===== config.mk =====
export PLATFORM = sky130hd
export DESIGN_NAME = sar_seq_top
export DESIGN_NICKNAME = d
export VERILOG_FILES = /design/src/rtl/sar_seq_pkg.sv /design/src/rtl/sar_seq_edge.sv /design/src/rtl/sar_seq_conv.sv /design/src/rtl/sar_seq_shift.sv /design/src/rtl/sar_seq_top.sv
export SDC_FILE = /design/constraint.sdc
export NUM_CORES = 1
export LEC_CHECK = 0
export BUFFER_PORTS_ARGS = -buffer_cell sky130_fd_sc_hd__buf_4
export CORE_ASPECT_RATIO = 1.2
export CORE_MARGIN = 2
export CORE_UTILIZATION = 45
export CTS_CLUSTER_DIAMETER = 50
export DETAILED_ROUTE_END_ITERATION = 12
export HOLD_SLACK_MARGIN = 0.1
export PLACE_DENSITY = 0.62
export SKIP_LAST_GASP = 1
export SYNTH_ARGS = -nofsm -noshare
export SYNTH_HDL_FRONTEND = slang
export SYNTH_SLANG_ARGS = --single-unit

===== constraint.sdc =====
create_clock -name clk -period 2.5 [get_ports clk]
set_input_delay 0 -clock clk [delete_from_list [all_inputs] [get_ports clk]]
set_output_delay 0 -clock clk [all_outputs]
set_load 0.01 [all_outputs]

===== src/rtl/sar_seq_pkg.sv =====
package sar_seq_pkg;

    typedef enum logic [1:0] {
        CV_IDLE   = 2'd0,
        CV_SETTLE = 2'd1,
        CV_DONE   = 2'd2
    } conv_state_t;

    typedef enum logic [1:0] {
        SH_IDLE = 2'd0,
        SH_LOW  = 2'd1,
        SH_HIGH = 2'd2
    } shift_state_t;

endpackage


===== src/rtl/sar_seq_edge.sv =====
module sar_seq_edge (
    input  logic clk,
    input  logic rst_n,
    input  logic rc_n,
    input  logic armed,
    output logic start
);
    logic rc_prev;

    always_ff @(posedge clk or negedge rst_n) begin
        if (!rst_n) begin
            rc_prev <= 1'b1;
        end else begin
            rc_prev <= rc_n;
        end
    end

    // Falling edge qualified by the idle flag
    always_comb begin
        start = armed & rc_prev & ~rc_n;
    end

    // a start drops busy, so no second start can follow directly
    a_r1_single_start: assert property (@(posedge clk) disable iff (!rst_n)
        start |=> !start);

endmodule


===== src/rtl/sar_seq_conv.sv =====
module sar_seq_conv
    import sar_seq_pkg::*;
#(
    parameter int N_BITS   = 12,
    parameter int STEP_DIV = 16
) (
    input  logic              clk,
    input  logic              rst_n,
    input  logic              start,
    input  logic              cmp_in,
    output logic              busy,
    output logic [N_BITS-1:0] trial_code,
    output logic [N_BITS-1:0] result
);
    localparam int IDX_W = (N_BITS > 1) ? $clog2(N_BITS) : 1;
    localparam int CNT_W = $clog2(STEP_DIV + 1);

    conv_state_t       state, state_nxt;
    logic [N_BITS-1:0] code, code_nxt, low_mask;
    logic [IDX_W-1:0]  idx;
    logic [CNT_W-1:0]  cnt;
    logic              last_tick;

    always_comb begin
        last_tick = (cnt == CNT_W'(STEP_DIV - 1));
    end

    // State register
    always_ff @(posedge clk or negedge rst_n) begin
        if (!rst_n) begin
            state <= CV_IDLE;
        end else begin
            state <= state_nxt;
        end
    end

    // Transitions: start, next_bit, last_bit, finish
    always_comb begin
        state_nxt = state;
        unique case (state)
            CV_IDLE:   if (start) state_nxt = CV_SETTLE;
            CV_SETTLE: if (last_tick && idx == '0) state_nxt = CV_DONE;
            CV_DONE:   state_nxt = CV_IDLE;
            default:   state_nxt = CV_IDLE;
        endcase
    end

    // Decision on the current bit and arming of the next lower bit
    always_comb begin
        code_nxt      = code;
        code_nxt[idx] = cmp_in;
        if (idx != '0) begin
            code_nxt[idx - 1'b1] = 1'b1;
        end
    end

    always_ff @(posedge clk or negedge rst_n) begin
        if (!rst_n) begin
            code   <= '0;
            idx    <= '0;
            cnt    <= '0;
            result <= '0;
        end else begin
            unique case (state)
                CV_IDLE: begin
                    if (start) begin
                        code <= {1'b1, {(N_BITS-1){1'b0}}};
                        idx  <= IDX_W'(N_BITS - 1);
                        cnt  <= '0;
                    end
                end
                CV_SETTLE: begin
                    if (last_tick) begin
                        cnt  <= '0;
                        code <= code_nxt;
                        if (idx != '0) begin
                            idx <= idx - 1'b1;
                        end
                    end else begin
                        cnt <= cnt + 1'b1;
                    end
                end
                CV_DONE: begin
                    result <= code;
                end
                default: begin
                    cnt <= '0;
                end
            endcase
        end
    end

    // Outputs
    always_comb begin
        busy       = (state == CV_IDLE);
        trial_code = code;
    end

    always_comb begin
        low_mask = (N_BITS'(1) << idx) - N_BITS'(1);
    end

    // starts come from the edge detector only when idle
    a_r1_start_when_idle: assert property (@(posedge clk) disable iff (!rst_n)
        start |-> state == CV_IDLE);

    // the bit index never climbs inside one conversion
    a_r3_index_descends: assert property (@(posedge clk) disable iff (!rst_n)
        (state == CV_SETTLE && $past(state) == CV_SETTLE) |-> idx <= $past(idx));

    // bits below the one on trial are still clear
    a_r3_lower_bits_clear: assert property (@(posedge clk) disable iff (!rst_n)
        state == CV_SETTLE |-> (code & low_mask) == '0);

    // the held result only moves on completion
    a_r3_result_on_done: assert property (@(posedge clk) disable iff (!rst_n)
        !$stable(result) |-> $past(state) == CV_DONE);

    // busy rises only out of the completion state
    a_r2_busy_rise_after_done: assert property (@(posedge clk) disable iff (!rst_n)
        $rose(busy) |-> $past(state) == CV_DONE);

endmodule


===== src/rtl/sar_seq_shift.sv =====
module sar_seq_shift
    import sar_seq_pkg::*;
#(
    parameter int N_BITS    = 12,
    parameter int DCLK_HALF = 4
) (
    input  logic              clk,
    input  logic              rst_n,
    input  logic              load,
    input  logic              fmt_sb,
    input  logic [N_BITS-1:0] word_in,
    output logic              dclk,
    output logic              sdata
);
    localparam int CNT_W  = $clog2(DCLK_HALF + 1);
    localparam int LEFT_W = $clog2(N_BITS + 1);

    shift_state_t      state, state_nxt;
    logic [N_BITS-1:0] sreg, word_fmt;
    logic [CNT_W-1:0]  cnt;
    logic [LEFT_W-1:0] bits_left;
    logic              half_done;

    always_comb begin
        half_done = (cnt == CNT_W'(DCLK_HALF - 1));
        word_fmt  = {word_in[N_BITS-1] ^ ~fmt_sb, word_in[N_BITS-2:0]};
    end

    // State register
    always_ff @(posedge clk or negedge rst_n) begin
        if (!rst_n) begin
            state <= SH_IDLE;
        end else begin
            state <= state_nxt;
        end
    end

    // Transitions: load, rise, fall, drain
    always_comb begin
        state_nxt = state;
        if (load) begin
            state_nxt = SH_LOW;
        end else begin
            unique case (state)
                SH_IDLE: state_nxt = SH_IDLE;
                SH_LOW:  if (half_done) state_nxt = SH_HIGH;
                SH_HIGH: if (half_done) state_nxt = (bits_left > LEFT_W'(1)) ? SH_LOW : SH_IDLE;
                default: state_nxt = SH_IDLE;
            endcase
        end
    end

    always_ff @(posedge clk or negedge rst_n) begin
        if (!rst_n) begin
            sreg      <= '0;
            cnt       <= '0;
            bits_left <= '0;
        end else if (load) begin
            sreg      <= word_fmt;
            cnt       <= '0;
            bits_left <= LEFT_W'(N_BITS);
        end else begin
            unique case (state)
                SH_IDLE: begin
                    cnt <= '0;
                end
                SH_LOW: begin
                    cnt <= half_done ? '0 : cnt + 1'b1;
                end
                SH_HIGH: begin
                    if (half_done) begin
                        cnt       <= '0;
                        sreg      <= sreg << 1;
                        bits_left <= bits_left - 1'b1;
                    end else begin
                        cnt <= cnt + 1'b1;
                    end
                end
                default: begin
                    cnt <= '0;
                end
            endcase
        end
    end

    // Outputs
    always_comb begin
        dclk  = (state == SH_HIGH);
        sdata = (state != SH_IDLE) & sreg[N_BITS-1];
    end

    // data held across the whole high phase
    a_r6_steady_high: assert property (@(posedge clk) disable iff (!rst_n)
        (dclk && $past(dclk)) |-> $stable(sdata));

    // any data change lands in a low phase
    a_r6_change_while_low: assert property (@(posedge clk) disable iff (!rst_n)
        !$stable(sdata) |-> !dclk);

    // a rising data clock always has a bit behind it
    a_r4_rise_has_bit: assert property (@(posedge clk) disable iff (!rst_n)
        $rose(dclk) |-> bits_left != '0);

    // pending count never exceeds one word
    a_r4_pending_bounded: assert property (@(posedge clk) disable iff (!rst_n)
        bits_left <= LEFT_W'(N_BITS));

    // nothing pending means a quiet line after the last bit
    a_r8_quiet_when_drained: assert property (@(posedge clk) disable iff (!rst_n)
        (bits_left == '0 && !load) |=> (!dclk && !sdata));

endmodule


===== src/rtl/sar_seq_top.sv =====
module sar_seq_top #(
    parameter int N_BITS    = 12,
    parameter int STEP_DIV  = 16,
    parameter int DCLK_HALF = 4
) (
    input  logic              clk,
    input  logic              rst_n,
    input  logic              rc_n,
    input  logic              fmt_sb,
    input  logic              cmp_in,
    output logic              busy,
    output logic [N_BITS-1:0] trial_code,
    output logic              dclk,
    output logic              sdata
);
    logic              start;
    logic              busy_w;
    logic [N_BITS-1:0] held;

    sar_seq_edge u_edge (
        .clk   (clk),
        .rst_n (rst_n),
        .rc_n  (rc_n),
        .armed (busy_w),
        .start (start)
    );

    sar_seq_conv #(
        .N_BITS   (N_BITS),
        .STEP_DIV (STEP_DIV)
    ) u_conv (
        .clk        (clk),
        .rst_n      (rst_n),
        .start      (start),
        .cmp_in     (cmp_in),
        .busy       (busy_w),
        .trial_code (trial_code),
        .result     (held)
    );

    sar_seq_shift #(
        .N_BITS    (N_BITS),
        .DCLK_HALF (DCLK_HALF)
    ) u_shift (
        .clk     (clk),
        .rst_n   (rst_n),
        .load    (start),
        .fmt_sb  (fmt_sb),
        .word_in (held),
        .dclk    (dclk),
        .sdata   (sdata)
    );

    always_comb begin
        busy = busy_w;
    end

    // busy drops in the clock after a qualifying start
    a_r2_busy_drops: assert property (@(posedge clk) disable iff (!rst_n)
        start |=> !busy);

    // the data clock stays low in the clock after a load
    a_r7_low_after_start: assert property (@(posedge clk) disable iff (!rst_n)
        start |=> !dclk);

endmodule


# ---- After elaboration in Yosys (flattened, before gate mapping)
# Cells that the tools add are included.
dict set report op_classes {
  n_addsub 4
  n_lt_le_gt_ge 5
  n_eq_ne 12
  n_mux 33
  n_bitwise 8
  reduce_logical 17
}
# operator n
set ops {}
lappend ops {{12-bit two-way mux} 6}
lappend ops {{4-bit two-way mux} 6}
lappend ops {{12-bit one-hot mux with 2 select lines} 1}
lappend ops {{5-bit one-hot mux with 3 select lines} 1}
lappend ops {{12-bit bitwise mux} 1}
lappend ops {{12-bit bitwise OR} 1}
lappend ops {{4-bit by 5-bit < comparator with 1-bit output (second input constant)} 2}
lappend ops {{2-bit two-way mux} 5}
lappend ops {{5-bit two-way mux} 2}
lappend ops {{3-bit two-way mux} 3}
lappend ops {{1-bit demux with 4-bit select} 2}
lappend ops {{4-bit by 1-bit >= comparator with 1-bit output (second input constant)} 2}
lappend ops {{2-bit one-hot mux with 2 select lines} 2}
lappend ops {{4-bit one-hot mux with 2 select lines} 1}
lappend ops {{2-bit AND reduction} 4}
lappend ops {{2-bit nonzero test} 4}
lappend ops {{4-bit by 1-bit subtractor with 4-bit output (second input constant)} 2}
lappend ops {{2-bit by 1-bit != test with 1-bit output (second input constant)} 3}
lappend ops {{5-bit by 1-bit adder with 5-bit output (second input constant)} 1}
lappend ops {{5-bit by 4-bit == test with 1-bit output (second input constant)} 1}
lappend ops {{2-bit by 1-bit == test with 1-bit output (second input constant)} 2}
lappend ops {{2-bit == test (second input constant)} 2}
lappend ops {{4-bit by 1-bit > comparator with 1-bit output (second input constant)} 1}
lappend ops {{4-bit zero test} 1}
lappend ops {{15 further kinds} 23}
dict set report totals {
  register_bits 57
  out_inout_bits 15
  elab_cells 89
}

# ---- Longest topological paths before layout
dict set report depth {
  ltp_word 9
  depth_mapped 8
  ltp_nobuf 6
}

# ---- By module
# From an unflattened synthesis, not the netlist that was laid out.
dict set report unflattened {
  hier_cells 304
  area_unflattened_um2 3044.2
}
# module instances cells_per_inst area_each_um2 seq_area_each_um2
set by_module_without_submodules {}
lappend by_module_without_submodules {sar_seq_conv 1 192 1928.1 875.8}
lappend by_module_without_submodules {sar_seq_shift 1 110 1081.0 525.5}
lappend by_module_without_submodules {sar_seq_edge 1 2 35.0 26.3}

# ---- Worst setup path before layout
# Ideal clock, no wire load.
dict set report synth_path {
  path_type {register to register}
  startpoint {register u_conv.idx[0]}
  endpoint {register u_conv.idx[3]}
  setup_time_ns 0.118
  arrival_time_ns 1.668
  t_required_ns 2.382
  setup_slack_ns 0.714
  stages_incl_launch_ff 8
  n_path_buf 1
  synth_period_minus_slack_ns 1.786
  cell_sequence {dfrtp_1 > clkbuf_1 > inv_1 > ha_1 > or3b_2 > a21oi_1 > nor3_1 > a21o_1}
}
dict set report synth_via {
  elab_chain_len 4
  elab_cells_between_ends 7
}
# item line
set synth_rtl {}
lappend synth_rtl {{start: declaration} sar_seq_conv.sv:20} ;# logic [IDX_W-1:0] idx;
lappend synth_rtl {{start signal: assignment} sar_seq_conv.sv:68} ;# idx <= IDX_W'(N_BITS - 1);
lappend synth_rtl {{start signal: assignment} sar_seq_conv.sv:77} ;# idx <= idx - 1'b1;
lappend synth_rtl {{4-bit by 1-bit subtractor with 4-bit output} sar_seq_conv.sv:77}
lappend synth_rtl {{4-bit two-way mux} sar_seq_conv.sv:76} ;# if (idx != '0) begin
lappend synth_rtl {{4-bit two-way mux} sar_seq_conv.sv:73} ;# if (last_tick) begin
lappend synth_rtl {{4-bit one-hot mux with 2 select lines} sar_seq_conv.sv:64} ;# unique case (state)
# Several ways; a longest one is shown, not always the timed one. The select of a mux whose other input is x is not followed.
# A chain may end at the register's enable or synchronous reset.

# ---- Worst setup path in the final report
dict set report layout_path {
  startpoint {register u_conv.idx[1]}
  endpoint {register u_conv.idx[3]}
}
# Same word-level chain as after synthesis.

==> out/results.txt <==
status: complete, no violations
worst vdd ir: 0.000212 V
Peak Freq: 472 MHz
slew of the pin with the lowest slew margin: 726 ps
M3 GR Usage: 3.67%
crit start category: flop
max-slew headroom at the worst pin: 51.6%
WP buf/inv: 1
clock buffers created by TritonCTS: 9
Post-synth EDFFs: 0
die area: 0.00732 sq mm
Synth Cell Area: 0.00299 sq mm
crit path DAT: 2350 ps
via count: 2,294
Gate power share: 2.1%
worst hold path class: in2async
Area Growth Syn to Fin: 14.7%
I/O pin cnt: 20
switching fraction of total power: 21.5%
met2 Use GR: 30.7%
hpwl dp: 4390 um
post-DR wirelength/cell: 16.0 um
Synth area leader: dfrtp_1
Final WS setup: 381 ps
pre-CTS setup slack: 408 ps
Starting Density: 46.4%
grt total ovfl: 0
critical-path cell list: inv_1, ha_1, or3b_2, a21oi_1, nor3_1, a21o_1
largest net degree at the start of global routing: 58
Post-CTS Setup Bufs: 0
GRT Overall Usage: 19.5%
RSZ-0062 raised after global routing: false
Synth Area in Adders: 5.02%
layout cells sized above 1: 16.8%
Post-synth top flop: dfrtp_1
vias in the first global route: 2,244
YS warnings: 0
Sw Pwr: 0.389 mW
# H-tree levels: 3
Synth Area in XOR/XNOR: 1.17%
main combinational cell family by area after synthesis: simple AND/OR/NAND/NOR gates
syn nets: 318
sequential fraction of the synthesis area: 47.7%
NumNets Final: 340
Final Hold Violating Endpoints: 0
die outline height: 93.3 um
WL final: 6590 um
Slowest-stage cell, CP: or3b_2
Req. time, crit path: 2730 ps
Setup crit end kind: flop
min cycle time layout: 2120 ps
first-pass GRT wire length: 11,000 um
most frequent cells in the layout: dfrtp_1, nand2_1, o21ai_0
Longest Clk Path Bufs: 2
Crit Path Category: reg2reg
Compound-Gate Fraction of Synth Area: 15.9%
Clk pwr share: 46.6%
core area: 0.00645 sq mm
cell family with most CP delay: simple AND/OR/NAND/NOR gates
GRT met1 Usage: 25.4%
top cell type's share of synthesized area: 46.9%
Vias/cell: 5.55
Setup violations, final: 0
post-synthesis mux area share: 8.54%
row cnt: 32
Inserted Diodes: 0
fin crit share: 84.8%
fraction of registers with async set/reset: 100%
Pwr per Cell Area: 528 mW/mm^2
Clock Latency Late Sink: 340 ps
simple-gate share of the synthesized area: 17.8%
CTS sink count: 57
worst-path fanout max: 15
max cap viols: 0
Slew Viols, Final: 0
Clock transition at path regs: 70 ps
TritonCTS clock tree: yes
Pleak: 1.52 nW
drt drc: 0
most common cell after layout, fill and taps aside: dfrtp_1
Routed Antenna Nets: 0
syn avg cell area: 9.93 sq um
Internal: 1.42 mW
Max stage delay on crit path: 530 ps
port buffer count: 19
Synth Instances: 301
clock skew: 11.7 ps
GR peak layer: met2
Root Buffer: clkbuf_8
GP Congestion: 0.831
Pre-Repair DR Iteration Count: 4
sequential power share: 51.3%
ranking of synthesized cells by area: dfrtp_1, ha_1, mux2_2, mux2i_1, o21ai_0
initial antenna violation count: 0
First DRT Iteration DRCs: 169
synth unique cells: 50
DIE WIDTH: 78.4 um
setup TNS: 0 ps
Tot Pwr: 1.81 mW
Yosys reg bits: 57
registers in the layout, summed over array words and instances (netlist names), 3 cells and up:
signal             flops
u_conv.result         12
u_conv.trial_code     12
u_shift.sreg          12
u_conv.cnt             5
u_conv.idx             4
u_shift.bits_left      4
u_shift.cnt            3
worst paths after layout:
check                                                   end                      start  slack, ps  cells after the start
setup / recovery                  u_conv.idx[3]$_DFFE_PN0P_  u_conv.idx[1]$_DFFE_PN0P_        380                      6
hold / removal                 u_shift.state[0]$_DFFE_PN0P_                      rst_n        270                      2
setup reg to reg                  u_conv.idx[3]$_DFFE_PN0P_  u_conv.idx[1]$_DFFE_PN0P_        380                      6
hold reg to reg                    u_shift.cnt[0]$_DFF_PN0_   u_shift.cnt[0]$_DFF_PN0_        440                      1
max in group asynchronous  u_conv.trial_code[9]$_DFFE_PN0P_                      rst_n       1760                      2
min in group clk                   u_edge.rc_prev$_DFF_PN1_                       rc_n        350                      2
kinds of logic after synthesis:
group | Yosys count
muxes | 24
and+or+nand+nor | 101
AOI/OAI and AO/OA | 75
buffers and inverters | 28
xor gates and xnor gates | 4
DFF | 57
adders and majority gates | 12
what timing repair did:
item | 4_1_cts | 5_1_grt
resized for setup | 0 | 0
hold endpoints to repair | 60 | 0
hold buffers | 4 | 0
routing by layer:
| layer | part of all wire, % | up-vias |
|---|---|---|
| li1 | - | 1132 |
| met1 | 45 | 1112 |
| met2 | 50 | 34 |
| met3 | 2.5 | 16 |
| met4 | 2.5 | 0 |
| met5 | 0 | - |
cell type report:
type                            count  area [sq um]
Clock inverter                      4          45.0
Multi-Input combinational cell    216          1450
Clock buffer                       12           145
Timing Repair Buffer               27           213
Sequential cell                    57          1430
Tap cell                           85           106
Inverter                           12          45.0
Fill cell                         594          3020
metrics by stage:
stage | cells | hold WS, ps | utilization, % | cell area (sq um)
3_3_place_gp | 393 | 112 | 49.7 | 3200
2_1_floorplan | 301 | -296 | - | 2990
5_1_grt | 413 | 338 | 53.2 | 3430
4_1_cts | 413 | 288 | 53.2 | 3430
3_5_place_dp | 393 | 114 | 49.7 | 3200
6_report | 413 | 266 | 53.2 | 3430
cell usage after synthesis (2+ instances only):
master,number
nor2_1,21
o21ai_0,24
o2111a_1,2
o211ai_1,2
nor2b_1,5
o221ai_1,3
ha_1,12
a211oi_1,4
nor4_1,2
o22ai_1,3
nor3b_1,3
buf_2,7
nand2_1,30
mux2_2,12
a21oi_1,17
nor3_1,6
o21a_1,3
a31oi_1,5
or2_2,2
nand3_1,6
clkbuf_1,8
nand3b_1,5
and3_1,2
and4b_1,2
dfrtp_1,56
mux2i_1,12
xnor2_1,3
nand2b_1,5
a32o_1,2
and2_1,2
nand4_1,5
inv_1,12
power by group through the flow:
| stage | Clock, mW | Sequential [mW] | Combinational [mW] |
|---|---|---|---|
| after CTS | 0.864 | 0.928 | 0.0405 |
| after detailed placement | 0 | 0.945 | 0.0356 |
| final | 0.843 | 0.928 | 0.0386 |
| after floorplan | 0 | 0.945 | 0.00492 |
| after global routing | 0.901 | 0.928 | 0.0446 |
| after global placement | 0 | 0.945 | 0.0353 |
(Power assumes the default switching activity.)
